<file path="src/rtl/xm_line_reader.sv">
module xm_line_reader #(
  parameter int ADDR_W  = 23,
  parameter int HW_W    = 16,
  parameter int LINE_HW = 8
) (
  input  logic                        clk,
  input  logic                        rst_n,
  input  logic                        hold_i,
  input  logic                        cs_n_i,
  input  logic                        rd_i,
  input  logic [ADDR_W-1:0]           addr_i,
  input  logic [HW_W/8-1:0]           be_i,
  output logic [HW_W-1:0]             rdata_o,
  output logic                        pend_o,
  output logic                        mreq_o,
  output logic [ADDR_W-$clog2(LINE_HW)-1:0] mline_o,
  input  logic                        mack_i,
  input  logic [HW_W*LINE_HW-1:0]     mdata_i
);
  localparam int OFF_W  = $clog2(LINE_HW);
  localparam int TAG_W  = ADDR_W - OFF_W;
  localparam int LINE_W = HW_W * LINE_HW;

  typedef enum logic [1:0] {S_IDLE, S_FETCH, S_DONE} st_t;

  st_t              st;
  logic             vld;
  logic [TAG_W-1:0] tag, req_tag;
  logic [OFF_W-1:0] req_off;
  logic [LINE_W-1:0] line;
  logic             req, hit, unused_be;

  assign unused_be = ^be_i;
  assign req     = hold_i & ~cs_n_i & rd_i;
  assign hit     = vld & (tag == addr_i[ADDR_W-1:OFF_W]);
  assign pend_o  = (st == S_FETCH);
  assign mreq_o  = (st == S_FETCH);
  assign mline_o = req_tag;

  always_ff @(posedge clk or negedge rst_n) begin
    if (!rst_n) begin
      st      <= S_IDLE;
      vld     <= 1'b0;
      tag     <= '0;
      req_tag <= '0;
      req_off <= '0;
      line    <= '0;
      rdata_o <= '0;
    end else begin
      if (!hold_i) vld <= 1'b0;
      case (st)
        S_IDLE: if (req) begin
          req_tag <= addr_i[ADDR_W-1:OFF_W];
          req_off <= addr_i[OFF_W-1:0];
          if (hit) begin
            rdata_o <= line[addr_i[OFF_W-1:0]*HW_W +: HW_W];
            st      <= S_DONE;
          end else begin
            st      <= S_FETCH;
          end
        end
        S_FETCH: if (mack_i) begin
          line    <= mdata_i;
          tag     <= req_tag;
          vld     <= hold_i;
          rdata_o <= mdata_i[req_off*HW_W +: HW_W];
          st      <= S_DONE;
        end
        S_DONE: if (cs_n_i) st <= S_IDLE;
        default: st <= S_IDLE;
      endcase
    end
  end


  a_r1_fetch_needs_strobe: assert property (@(posedge clk) disable iff (!rst_n)
    $rose(mreq_o) |-> $past(hold_i && !cs_n_i && rd_i));

  a_r2_line_stable: assert property (@(posedge clk) disable iff (!rst_n)
    (mreq_o && !mack_i) |=> (mreq_o && $stable(mline_o)));

  a_r4_wait_ends: assert property (@(posedge clk) disable iff (!rst_n)
    (pend_o && mack_i) |=> (!pend_o && !mreq_o));

  a_r5_hit_no_fetch: assert property (@(posedge clk) disable iff (!rst_n)
    (st == S_IDLE && req && hit) |=> !mreq_o);

  a_r7_one_per_strobe: assert property (@(posedge clk) disable iff (!rst_n)
    (st == S_DONE && !cs_n_i) |=> !mreq_o);

  a_r8_flush: assert property (@(posedge clk) disable iff (!rst_n)
    (!hold_i && st != S_FETCH) |=> !vld);
endmodule

</file>
<file path="config.mk">
export PLATFORM = sky130hd
export DESIGN_NAME = xm_line_reader
export DESIGN_NICKNAME = d
export VERILOG_FILES = /design/src/rtl/xm_line_reader.sv
export SDC_FILE = /design/constraint.sdc
export NUM_CORES = 1
export LEC_CHECK = 0
export BUFFER_PORTS_ARGS = -buffer_cell sky130_fd_sc_hd__buf_4
export CORE_ASPECT_RATIO = 1.5
export CORE_UTILIZATION = 35
export CTS_CLUSTER_DIAMETER = 30
export DETAILED_ROUTE_END_ITERATION = 8
export PLACE_DENSITY = 0.64
export SLEW_MARGIN = 10
export SYNTH_ARGS = -nofsm -noshare
export SYNTH_HDL_FRONTEND = slang
export SYNTH_SLANG_ARGS = --single-unit
</file>
<file path="constraint.sdc">
create_clock -name clk -period 2.3 [get_ports clk]
set_input_delay 0.575 -clock clk [delete_from_list [all_inputs] [get_ports clk]]
set_output_delay 0.575 -clock clk [all_outputs]
set_load 0.05 [all_outputs]
</file>
# Word level (Yosys, flattened, before mapping)
# Cells that the tools add are included.
word_totals:
  output_inout_bits: 38
  input_bits: 159
  latch_bits: 0
  elab_cells: 38
  rom_bits: 0
  regBits: 190
  mem_count: 0
  ram_bits: 0
classes:
  mux: 12
  mul: 0
  n_shift: 2
  n_div: 0
  eq_ne: 7
  n_addsub: 0
  reduce_logical: 6
  magnitude_cmp: 0
  n_bitwise: 4
op_table:
  columns: ["op", "count"]
  rows:
  - ["128-bit by 8-bit variable part select with 16-bit output", 2]
  - ["16-bit two-way mux", 3]
  - ["16-bit one-hot mux with 2 select lines", 1]
  - ["20-bit == test", 1]
  - ["2-bit two-way mux", 4]
  - ["2-bit != test, second input constant", 3]
  - ["2-bit one-hot mux with 3 select lines", 1]
  - ["2-bit AND reduction", 2]
  - ["4-bit AND reduction", 1]
  - ["1-bit bitwise AND", 3]
  - ["1-bit two-way mux", 3]
  - ["3-bit AND reduction", 1]
  - ["2-bit by 1-bit == test with 1-bit output, second input constant", 1]
  - ["2-bit == test, second input constant", 1]
  - ["2-bit zero test", 1]
  - ["2-bit by 1-bit != test with 1-bit output, second input constant", 1]
  - ["2-bit nonzero test", 1]
  - ["1-bit NOT", 1]

# Logic depth before layout (Yosys ltp)
logic_depth:
  word_depth: 5
  depth_mapped: 8
  mapped_depth_nobuf: 5

# Worst setup path after synthesis
# Ideal clock, no wire load.
synth_path:
  kind: "input to register"
  start: "input port addr_i[1]"
  end: "register rdata_o[7]"
  arrival_ns: 2.003
  cell_stages: 6
  path_slack_ns: 0.172
  n_path_buf: 2
  required_ns: 2.175
  setup_time_ns: 0.125
  path_cell_list: "buf_2 -> buf_2 -> mux4_2 -> mux2i_1 -> a21oi_1 -> mux2_2"
synth_between:
  elab_chain_cells: 4
synth_lines:
  columns: ["item", "line_no", "text"]
  rows:
  - ["start: declaration", "11", "input logic [ADDR_W-1:0] addr_i,"]
  - ["128-bit by 8-bit variable part select with 16-bit output", "56", "rdata_o <= line[addr_i[OFF_W-1:0]*HW_W +: HW_W];"]
  - ["16-bit two-way mux", "55", "if (hit) begin"]
  - ["16-bit two-way mux", "52", "S_IDLE: if (req) begin"]
  - ["16-bit one-hot mux with 2 select lines", "51", "case (st)"]
  - ["end signal: assignment", "56", null]
  - ["end signal: assignment", "66", "rdata_o <= mdata_i[req_off*HW_W +: HW_W];"]
  - ["end: declaration", "13", "output logic [HW_W-1:0] rdata_o,"]
# No other way between the ends. The select of a mux whose other input is x is not followed.
# A chain may end at the register's enable or synchronous reset.

# Worst setup path in the final report
layout_path:
  start: "register st[1]"
  end: "output port mreq_o"
layout_between:
  elab_chain_cells: 1
layout_lines:
  columns: ["item", "line_no", "text"]
  rows:
  - ["start: declaration", "26", "st_t st;"]
  - ["start signal: assignment", "42", "st <= S_IDLE;"]
  - ["start signal: assignment", "57", "st <= S_DONE;"]
  - ["start signal: assignment", "59", "st <= S_FETCH;"]
  - ["2-bit by 1-bit == test with 1-bit output", "37", "assign mreq_o = (st == S_FETCH);"]
  - ["end: declaration", "15", "output logic mreq_o,"]
# No other way between the ends.

==> results.md <==
* Comb pwr share at 36.4%
* Total core area at 26500 um^2
* Via/cell ratio at ~4.9
* CP endpoint kind: primary output
* Worst-case clock skew at around 0.0094 ns
* Row count at 73
* Gr usage total at between 10% and 20%
* Sw Ratio at between 30% and 40%
* Latest clock arrival within the worst-skew pair at between 0.4 and 0.5 ns
* Yosys cell types at 26
* Final hold vios at 0
* Vert. Die Dim at 203 um
* Most frequent cells in the layout: nand2_1 (447), buf_4 (203), dfrtp_1 (188)
* Fmax achieved at ~490 MHz
* Synth Area per Inst at between 10 and 15 um^2
* Inst Count DP at ~1400
* Commonest non-fill, non-tap cell in the layout: nand2_1
* Final core utilization at between 40% and 50%
* Synth warn at 0
* TritonCTS clock tree: done
* Power per cell area at ~1100 nW/um^2
* Remaining antenna violation count at 0
* DP Wirelength at approximately 17000 um
* Flops & latches, synth at 190
* CP required at ~1.7 ns
* Worst Hold Class: input port to async pin
* I/O Pins at around 200
* Slew HR at a little under half
* CTS Hold Bufs at 0
* Drt pass-1 iters at 4
* Outcome: completed
* Sequential power share at between 40% and 50%
* Period minus WS final at just over 2 ns
* Max-cap viol count at 0
* CTS buffer count at 17
* Crit path arrival time at 1.47 ns
* Layout Cells excl Fill at approximately 1400
* Clock sink count at 190
* Final setup violation count at 0
* Mapped Cells at 906
* Fin Setup TNS at 0 ns
* Post-CTS setup buffers at 0
* DRC at 0
* Worst setup SP type: flip-flop
* Largest net degree at the start of global routing at 151
* PortBufs at 194
* VDD IR-drop max at between 0.5 and 0.6 mV
* Part of the cycle the worst path needs at approximately nine tenths
* Pint at 8260 uW
* Die Area at between 20000 and 30000 um^2
* Pleak at 0.00578 uW
* RSZ-0062 raised after global routing: no
* Worst-Margin Slew at 0.819 ns
* Layout net count at roughly 1200
* Post-route cell area at ~12000 um^2
* Max Slew Vio Count at 0
* Vias in the first global route at about 7300
* Post-cts repair resize count at 0
* DRT iter0 DRCs at 400
* Syn Nets at 1065
* Share of cells above drive strength 1 at around 33%
* Via Count at ~7000
* Total Wirelength at roughly 24000 um
* Worst Setup Path Type: flip-flop to primary output
* Initial Util at approximately 35%
* Longest Clk Path Bufs at 2
* Area Growth Syn to Fin at 26.0%
* Crit Path Max Fanout at 4
* First-pass GRT wire length at approximately 40000 um
* Post-placement cell area at about 11000 um^2
* H-tree depth at 4
* Mean routed wirelength per cell at around 17 um
* P_sw at ~4500 uW
* Initial antenna violation count at 4
* Cell Area, Synth at 9400 um^2
* Sequential share of the synthesized area at about 50%
* Horiz. Die Dim at about 140 um
* Worst-path clk slew at approximately 0.07 ns
* Clock power share at a little over a fifth
* RD Place Congestion at a little under 0.8
* Grt ovf at 0
* Root Buffer: clkbuf_16
layer usage:
| metal | track usage (%) | vias to the layer above | wire length (um) |
|---|---|---|---|
| li1 | - | 3349 | - |
| met1 | 22.8 | 3438 | 9620 |
| met2 | 31.9 | 167 | 12300 |
| met3 | 5.94 | 29 | 1820 |
| met4 | 5.90 | 4 | 447 |
| met5 | 0 | - | 29 |
per-stage QoR:
stage | setup slack (ns) | hold slack [ns] | total power, uW
6_report | 0.259 | 0.126 | 12800
2_1_floorplan | 0.172 | 0.279 | 8600
3_5_place_dp | 0.0968 | 0.457 | 10100
4_1_cts | 0.225 | 0.127 | 12900
5_1_grt | 0.134 | 0.130 | 13600
3_3_place_gp | 0.0949 | 0.452 | 9990
cell usage after synthesis:
master	instances	share of area, %
inv_1	2	0.080
buf_6	3	0.36
buf_2	12	0.64
mux4_2	64	15
mux2_2	39	4.7
nor2_1	3	0.12
a21o_1	1	0.080
nand4_1	4	0.27
o21a_1	1	0.080
nand2_1	448	18
o21ai_0	1	0.053
buf_1	6	0.24
clkbuf_2	1	0.053
buf_4	1	0.080
a31oi_2	1	0.13
nor3_1	2	0.11
a211oi_1	4	0.32
xnor2_1	20	1.9
mux2i_1	16	1.7
dfrtp_1	190	51
nand3_1	2	0.11
a21oi_1	18	0.96
nor2b_1	16	1.1
nand2b_1	1	0.067
clkbuf_1	38	1.5
a211oi_2	12	1.6
state kept, by name, summed over array words and instances (netlist names):
name and cells:
rdata_o 16, mline_o 20, st 2, req_off 3
line 128, vld 1, tag 20
path summary, 6_finish.rpt:
check	start	end	slack, ns	cells after the start
setup / recovery	st[1]$_DFFE_PN0P_	mreq_o	0.26	3
hold / removal	rst_n	line[78]$_DFFE_PN0P_	0.13	1
setup reg to reg	req_off[1]$_DFFE_PN0P_	rdata_o[6]$_DFFE_PN0P_	0.26	6
hold reg to reg	line[119]$_DFFE_PN0P_	line[119]$_DFFE_PN0P_	0.47	2
max in group asynchronous	rst_n	line[50]$_DFFE_PN0P_	1.51	2
min in group clk	mdata_i[38]	line[38]$_DFFE_PN0P_	0.34	3
critical path, stage by stage, from the launching register on:
cell and delay (ns):
dfrtp_1 0.42, nand2b_2 0.23, inv_1 0.16, buf_4 0.23
cell families (layout without fill, tap and decap cells):
group | Yosys count | after routing | share of synthesized area (%)
xor gates and xnor gates | 20 | 20 | 1.86
buffers and inverters | 63 | 246 | 2.97
and+or+nand+nor | 476 | 476 | 19.6
DFF | 190 | 190 | 50.6
AOI/OAI and AO/OA | 38 | 38 | 3.22
other | 0 | 3 | 0
muxes | 119 | 119 | 21.7
final cells by class:
type,instances,area (um^2)
Timing Repair Buffer,214,1740
Multi-Input combinational cell,653,4380
Antenna cell,3,7.51
Clock inverter,6,65.1
Sequential cell,190,4760
Tap cell,337,422
Fill cell,2573,14600
Inverter,2,7.51
Clock buffer,24,462
power groups by stage:
stage	Sequential (uW)	Combinational (uW)	Clock [uW]
final	5380	4650	2730
after global placement	5380	4610	0
after global routing	5560	5080	2960
after detailed placement	5440	4700	0
after CTS	5390	4720	2830
after floorplan	6080	2520	0
Power figures use the tool's default switching activity.
